===== src/rtl/shbus_pkg.sv =====
package shbus_pkg;
  localparam int BUS_W   = 256;
  localparam int RES_W   = 64;
  localparam int TAG_W   = 8;
  localparam int MAC_W   = 48;
  localparam int FRAME_W = 240;
  localparam int QUEUE_W = 2;
  localparam int COS_W   = 3;
  localparam int MAC_LSB = FRAME_W - MAC_W;

  typedef struct packed {
    logic               fwd;
    logic [TAG_W-1:0]   tag;
    logic [MAC_W-1:0]   mac;
    logic [QUEUE_W-1:0] queue;
    logic [COS_W-1:0]   cos;
    logic [1:0]         spare;
  } res_word_t;

  // XOR of the six address bytes, used as the lookup hint in the header
  function automatic logic [7:0] mac_fold(input logic [MAC_W-1:0] mac);
    logic [7:0] acc;
    acc = '0;
    for (int i = 0; i < MAC_W / 8; i++) acc = acc ^ mac[i*8 +: 8];
    return acc;
  endfunction

  function automatic logic [BUS_W-1:0] build_bus_word(input logic [7:0] id,
                                                      input logic [FRAME_W-1:0] fr);
    return {id, mac_fold(fr[FRAME_W-1:MAC_LSB]), fr};
  endfunction

  function automatic logic [FRAME_W-1:0] rewrite_dst(input logic [FRAME_W-1:0] fr,
                                                     input logic [MAC_W-1:0] mac);
    return {mac, fr[MAC_LSB-1:0]};
  endfunction
endpackage


===== src/rtl/shbus_tx_stage.sv =====
module shbus_tx_stage
  import shbus_pkg::*;
#(
  parameter logic [7:0] PORT_ID = 8'h03
) (
  input  logic               clk,
  input  logic               rst_n,
  input  logic               tx_valid,
  input  logic [FRAME_W-1:0] tx_frame,
  output logic               tx_ready,
  output logic               bus_req,
  input  logic               bus_gnt,
  output logic               bus_out_valid,
  output logic [BUS_W-1:0]   bus_out_data,
  output logic               grant_take
);
  logic               held_q;
  logic               drive_q;
  logic [FRAME_W-1:0] frame_q;

  assign tx_ready      = !held_q;
  assign bus_req       = held_q && !drive_q;
  assign grant_take    = bus_req && bus_gnt;
  assign bus_out_valid = drive_q;
  assign bus_out_data  = drive_q ? build_bus_word(PORT_ID, frame_q) : '0;

  always_ff @(posedge clk) begin
    if (!rst_n) begin
      held_q  <= 1'b0;
      drive_q <= 1'b0;
      frame_q <= '0;
    end else begin
      drive_q <= grant_take;
      if (tx_valid && !held_q) begin
        held_q  <= 1'b1;
        frame_q <= tx_frame;
      end else if (drive_q) begin
        held_q  <= 1'b0;
      end
    end
  end
endmodule


===== src/rtl/shbus_pend_fifo.sv =====
module shbus_pend_fifo #(
  parameter int SLOTS  = 4,
  parameter int DATA_W = 240,
  parameter int TAG_W  = 8,
  localparam int PTR_W = (SLOTS > 1) ? $clog2(SLOTS) : 1,
  localparam int CNT_W = $clog2(SLOTS + 1)
) (
  input  logic              clk,
  input  logic              rst_n,
  input  logic              push,
  input  logic [DATA_W-1:0] push_data,
  input  logic [TAG_W-1:0]  push_tag,
  input  logic              pop,
  output logic [DATA_W-1:0] head_data,
  output logic [TAG_W-1:0]  head_tag,
  output logic              empty,
  output logic              full,
  output logic [CNT_W-1:0]  count
);
  logic [DATA_W-1:0] data_mem [SLOTS];
  logic [TAG_W-1:0]  tag_mem  [SLOTS];
  logic [PTR_W-1:0]  wr_ptr, rd_ptr;
  logic              do_push, do_pop;

  function automatic logic [PTR_W-1:0] ptr_next(input logic [PTR_W-1:0] p);
    return (p == PTR_W'(SLOTS - 1)) ? '0 : p + PTR_W'(1);
  endfunction

  assign empty     = (count == '0);
  assign full      = (count == CNT_W'(SLOTS));
  assign do_push   = push && !full;
  assign do_pop    = pop && !empty;
  assign head_data = data_mem[rd_ptr];
  assign head_tag  = tag_mem[rd_ptr];

  always_ff @(posedge clk) begin
    if (!rst_n) begin
      wr_ptr <= '0;
      rd_ptr <= '0;
      count  <= '0;
    end else begin
      if (do_push) wr_ptr <= ptr_next(wr_ptr);
      if (do_pop)  rd_ptr <= ptr_next(rd_ptr);
      if (do_push && !do_pop)      count <= count + CNT_W'(1);
      else if (do_pop && !do_push) count <= count - CNT_W'(1);
    end
  end

  generate
    for (genvar s = 0; s < SLOTS; s++) begin : g_slot
      always_ff @(posedge clk) begin
        if (!rst_n) begin
          data_mem[s] <= '0;
          tag_mem[s]  <= '0;
        end else if (do_push && wr_ptr == PTR_W'(s)) begin
          data_mem[s] <= push_data;
          tag_mem[s]  <= push_tag;
        end
      end
    end
  endgenerate
endmodule


===== src/rtl/shbus_result_unit.sv =====
module shbus_result_unit
  import shbus_pkg::*;
(
  input  logic               clk,
  input  logic               rst_n,
  input  logic               res_valid,
  input  logic [RES_W-1:0]   res_word,
  input  logic               pend_empty,
  input  logic [TAG_W-1:0]   head_tag,
  input  logic [FRAME_W-1:0] head_data,
  output logic               res_pop,
  output logic               fwd_hit,
  output logic               drop_hit,
  output logic               eg_valid,
  output logic [FRAME_W-1:0] eg_data,
  output logic [QUEUE_W-1:0] eg_queue,
  output logic [COS_W-1:0]   eg_cos
);
  res_word_t r;

  assign r        = res_word;
  assign res_pop  = res_valid && !pend_empty && (r.tag == head_tag);
  assign fwd_hit  = res_pop && r.fwd;
  assign drop_hit = res_pop && !r.fwd;

  always_ff @(posedge clk) begin
    if (!rst_n) begin
      eg_valid <= 1'b0;
      eg_data  <= '0;
      eg_queue <= '0;
      eg_cos   <= '0;
    end else begin
      eg_valid <= fwd_hit;
      if (fwd_hit) begin
        eg_data  <= rewrite_dst(head_data, r.mac);
        eg_queue <= r.queue;
        eg_cos   <= r.cos;
      end
    end
  end
endmodule


===== src/rtl/shbus_snoop_port.sv =====
module shbus_snoop_port
  import shbus_pkg::*;
#(
  parameter logic [7:0] PORT_ID = 8'h03,
  parameter int         SLOTS   = 4,
  parameter int         OVF_W   = 16,
  localparam int        CNT_W   = $clog2(SLOTS + 1)
) (
  input  logic               clk,
  input  logic               rst_n,
  input  logic               tx_valid,
  input  logic [239:0]       tx_frame,
  output logic               tx_ready,
  output logic               bus_req,
  input  logic               bus_gnt,
  output logic               bus_out_valid,
  output logic [255:0]       bus_out_data,
  input  logic               bus_in_valid,
  input  logic [255:0]       bus_in_data,
  output logic               snoop_ready,
  output logic [OVF_W-1:0]   ovf_count,
  input  logic               res_valid,
  input  logic [63:0]        res_word,
  output logic               eg_valid,
  output logic [239:0]       eg_data,
  output logic [1:0]         eg_queue,
  output logic [2:0]         eg_cos
);
  logic               grant_take;
  logic [TAG_W-1:0]   bus_tag_q;
  logic               foreign_ev, capture_ev, ovf_ev;
  logic               pend_empty, pend_full;
  logic [CNT_W-1:0]   pend_count;
  logic [TAG_W-1:0]   head_tag;
  logic [FRAME_W-1:0] head_data;
  logic               res_pop, fwd_hit, drop_hit;

  function automatic logic [OVF_W-1:0] sat_inc(input logic [OVF_W-1:0] v);
    return (v == '1) ? v : v + OVF_W'(1);
  endfunction

  shbus_tx_stage #(.PORT_ID(PORT_ID)) u_tx (
    .clk(clk), .rst_n(rst_n), .tx_valid(tx_valid), .tx_frame(tx_frame),
    .tx_ready(tx_ready), .bus_req(bus_req), .bus_gnt(bus_gnt),
    .bus_out_valid(bus_out_valid), .bus_out_data(bus_out_data),
    .grant_take(grant_take)
  );

  assign foreign_ev  = bus_in_valid && !bus_out_valid;
  assign capture_ev  = foreign_ev && !pend_full;
  assign ovf_ev      = foreign_ev && pend_full;
  assign snoop_ready = !pend_full;

  always_ff @(posedge clk) begin
    if (!rst_n) begin
      bus_tag_q <= '0;
      ovf_count <= '0;
    end else begin
      if (bus_in_valid) bus_tag_q <= bus_tag_q + TAG_W'(1);
      if (ovf_ev)       ovf_count <= sat_inc(ovf_count);
    end
  end

  shbus_pend_fifo #(.SLOTS(SLOTS), .DATA_W(FRAME_W), .TAG_W(TAG_W)) u_pend (
    .clk(clk), .rst_n(rst_n), .push(capture_ev),
    .push_data(bus_in_data[FRAME_W-1:0]), .push_tag(bus_tag_q),
    .pop(res_pop), .head_data(head_data), .head_tag(head_tag),
    .empty(pend_empty), .full(pend_full), .count(pend_count)
  );

  shbus_result_unit u_res (
    .clk(clk), .rst_n(rst_n), .res_valid(res_valid), .res_word(res_word),
    .pend_empty(pend_empty), .head_tag(head_tag), .head_data(head_data),
    .res_pop(res_pop), .fwd_hit(fwd_hit), .drop_hit(drop_hit),
    .eg_valid(eg_valid), .eg_data(eg_data), .eg_queue(eg_queue), .eg_cos(eg_cos)
  );
endmodule


===== config.mk =====
export PLATFORM = sky130hd
export DESIGN_NAME = shbus_snoop_port
export DESIGN_NICKNAME = d
export VERILOG_FILES = /design/src/rtl/shbus_pkg.sv /design/src/rtl/shbus_tx_stage.sv /design/src/rtl/shbus_pend_fifo.sv /design/src/rtl/shbus_result_unit.sv /design/src/rtl/shbus_snoop_port.sv
export SDC_FILE = /design/constraint.sdc
export NUM_CORES = 2
export LEC_CHECK = 0
export BUFFER_PORTS_ARGS = -buffer_cell sky130_fd_sc_hd__buf_2
export CAP_MARGIN = 30
export CORE_ASPECT_RATIO = 0.5
export CORE_MARGIN = 5
export CORE_UTILIZATION = 40
export DETAILED_ROUTE_END_ITERATION = 16
export SLEW_MARGIN = 20
export SYNTH_ARGS = -nofsm -noshare
export SYNTH_HDL_FRONTEND = slang
export SYNTH_SLANG_ARGS = --single-unit
export TNS_END_PERCENT = 20

===== constraint.sdc =====
create_clock -name clk -period 6.85 [get_ports clk]
set_clock_uncertainty 0.2 [all_clocks]
set_input_delay 1.37 -clock clk [delete_from_list [all_inputs] [get_ports clk]]
set_output_delay 1.37 -clock clk [all_outputs]
set_load 0.03 [all_outputs]

==> results.py <==
metrics = {
    "power": {
        "p_switching_w": 0.004651,
        "pwr-share-clk": 0.386,
        "leakage_nw": 26.05,
        "vdd_drop_max_mv": 0.2541,
        "p_comb_frac": 0.106,
        "powerDensity_nw_per_um2": 265.1,
        "intPower_w": 0.01346,
        "p_seq_frac": 0.508,
        "sw_frac_of_total": 0.2568,
    },
    "sta": {
        "grt_setup_unrepaired": "no",
        "post-route-period-util": 0.7059,
        "clock.fmax_mhz": 206.8,
        "setup_viol": 0,
        "final_max_slew_viol_count": 0,
        "fin_crit_ns": 4.835,
        "worst_pin_slew_ns": 1.256,
        "whs_ns": 0.2494,
        "max_slew_margin": 0.1626,
        "finalHoldViolCount": 0,
    },
    "cells_and_area": {
        "postLayoutCoreUtil": 0.4778,
        "finalNetCount": 6006,
        "drive_gt1_frac": 0.2856,
        "syn2layout_area_growth_pct": 18.67,
    },
    "setup_path": {
        "cp_slowest_cell": "buf_4",
        "crit_required_ns": 7.30,
        "critPathTopFamily": "buffers and inverters",
        "crit_chain": "mux4_2, xnor2_1, nor4bb_4, buf_12, buf_16, buf_4, nand4_1, a21oi_1",
        "r2r_end": "u_res.eg_data[3]",
        "crit_arrival_ns": 5.29,
        "max_stage_delay_ns": 0.87,
        "crit_type": "reg -> reg",
        "crit_fanout": 122,
        "worst-path-buf-inv": 3,
        "r2r_slack_ns": 2.01,
        "cp-start-kind": "register",
        "reg2reg_depth": 8,
        "endpoint_kind": "register",
    },
    "clock_network": {
        "clk_latency_ns": 0.74,
        "cts_resized": 0,
        "htree_levels": 3,
        "cts_max_path_buffers": 3,
        "clkSlewWorstSetupHoldPaths_ns": 0.07,
        "cts_root_buf": "clkbuf_16",
        "cts_sinks": 1321,
        "holdBufCountCts": 0,
        "cts_tree": "yes",
        "cts_buffers": 120,
        "post-cts-setup-buffers": 0,
    },
    "floorplan": {
        "fp.dieH_microns": 278.2,
        "coreArea_sq_um": 143000,
        "rows": 98,
        "start_util": 0.4026,
        "io_pins": 1088,
        "die_w_microns": 546.5,
        "fp.dieArea_sq_um": 152000,
    },
    "min_path": {
        "holdPathStages": 2,
        "hold_class": "reg -> reg",
        "min-delay-start": "u_tx.frame_q[114]",
        "min_to": "u_tx.frame_q[114]",
    },
    "job": {
        "drv_cap": 0,
    },
    "logic_synthesis": {
        "syn-cell-area_sq_um": 57560,
        "synth_edf_count": 800,
        "synthFlopType": "edfxtp_1",
        "synth_cells": 4707,
        "async_flop_share": 0,
        "yosys-top-cells-count": "and2_1, edfxtp_1, dfxtp_1",
        "ys_types": 44,
        "yosys.area.top_type": "edfxtp_1",
        "synth_top_area_frac": 0.4174,
        "synthTopCellsByArea": "edfxtp_1, dfxtp_1, and2_1",
        "synth.avg_cell_area_sq_um": 12.23,
        "yosysMostFrequentCell": "and2_1",
        "ys_warn_count": 0,
        "ys_seq_elements": 1321,
        "yosysSeqAreaShare": 0.5986,
    },
    "routing": {
        "drt-pass1-iter-count": 6,
        "antenna_left": 0,
        "routedWlPerCell_microns": 27.30,
        "route.detailed.drc": 0,
        "viasPerCell": 5.612,
        "totalWireLength_microns": 204400,
        "drtIter0Drc": 3619,
        "via_count": 42020,
    },
    "grt": {
        "grt_pass1_vias": 40710,
        "grt_max_degree": 254,
        "grt_pass1_wl_microns": 290900,
        "grt-ovfl-total": 0,
        "grt_use_total": 0.2564,
        "antenna_found_initial": 107,
    },
    "status": {
        "status": "complete, no violations",
    },
    "placed_design": {
        "dp_hpwl_microns": 127200,
        "routabilityCongestion": 0.9585,
        "io_buffers": 1015,
    },
}
registers in the layout, summed over array words and instances, names as in the netlist, named ones only:
signal,flops
bus_tag_q,8
ovf_count,16
u_pend.count,3
u_pend.data_mem,768
u_pend.rd_ptr,2
u_pend.tag_mem,32
u_pend.wr_ptr,2
u_res.eg_cos,3
u_res.eg_data,240
u_res.eg_queue,2
u_res.eg_valid,1
u_tx.bus_out_valid,1
u_tx.frame_q,240
u_tx.held_q,1
placed cells by master, fill, tap and decap left out, drive strengths merged, types with 11 or more instances in the layout:
cell type	instances
buf	1071
xnor2	46
diode	49
nor2	27
xor2	20
edfxtp	800
mux4	200
clkbuf	178
a21oi	491
clkinv	38
o41ai	245
nand2	500
nand4	252
dfxtp	521
inv	11
and2	1049
cell families (layout without fill, tap and decap cells):
kind of cell	count (synthesis)	after routing	share of synthesized area
buf+inv	483	1310	0.03458
simple gates	1868	1868	0.1803
compound gates	753	753	0.09506
flops	1321	1321	0.5986
xor+xnor	66	66	0.01004
fa+ha+maj	9	9	0.002087
mux	206	206	0.07930
other cells	1	55	0.00006515
power groups by stage:
stage / combinational [W] / clock, W / sequential, W
CTS: 0.00193 / 0.00713 / 0.00919
floorplan: 0.00115 / 0 / 0.00938
finish: 0.00192 / 0.00699 / 0.00919
detailed placement: 0.00192 / 0 / 0.00937
global placement: 0.00189 / 0 / 0.00932
global route: 0.00205 / 0.00747 / 0.00923
per-layer routing:
layer  wire length (microns)  part of all wire  GRT usage
met1                   79540              0.39     0.3133
met2                  102900              0.50     0.4466
met3                   10500             0.051    0.03759
met4                   11340             0.055     0.1254
met5                      88           0.00043          0
worst register-to-register path, delay by kind of cell (launching register included):
family | cells | cell delay [ns]
xor gates and xnor gates | 1 | 0.30
and+or+nand+nor | 2 | 0.68
DFF | 1 | 0.71
muxes | 1 | 0.64
buffers and inverters | 3 | 2.01
AOI/OAI and AO/OA | 1 | 0.22
worst max path at each step:
| stage | end | slack, ns | cells after the start |
|---|---|---|---|
| floorplan | u_pend.data_mem[0][0] | -0.37 | 6 |
| global placement | u_pend.data_mem[3][23] | 2.09 | 6 |
| detailed placement | u_pend.data_mem[3][10] | 2.03 | 6 |
| CTS | u_res.eg_data[163] | 2.22 | 7 |
| global route | u_res.eg_data[148] | 1.83 | 8 |
| finish | u_res.eg_data[3] | 2.01 | 8 |
area by class of cell:
class	count	area (sq um)
fillers	12980	74660
well taps	1900	2377
clock inverters	52	588.1
clock buffers	178	3481
diodes	49	122.6
repair buffers	1071	5988
inverters	9	48.80
multi-input cells	2908	21240
flip-flops and latches	1321	34460
stage by stage:
| stage | instance area (sq um) | TNS (ns) | instances | worst slack, ns | power (W) |
|---|---|---|---|---|---|
| 5_1_grt | 68290 | 0 | 7480 | 1.827 | 0.01875 |
| 3_5_place_dp | 64080 | 0 | 7207 | 2.027 | 0.01129 |
| 2_1_floorplan | 57580 | -221.91 | 4712 | -0.3698 | 0.01054 |
| 6_report | 68310 | 0 | 7488 | 2.015 | 0.01811 |
| 3_3_place_gp | 63930 | 0 | 7201 | 2.086 | 0.01121 |
| 4_1_cts | 68150 | 0 | 7437 | 2.222 | 0.01826 |
(Power assumes the default switching activity.)
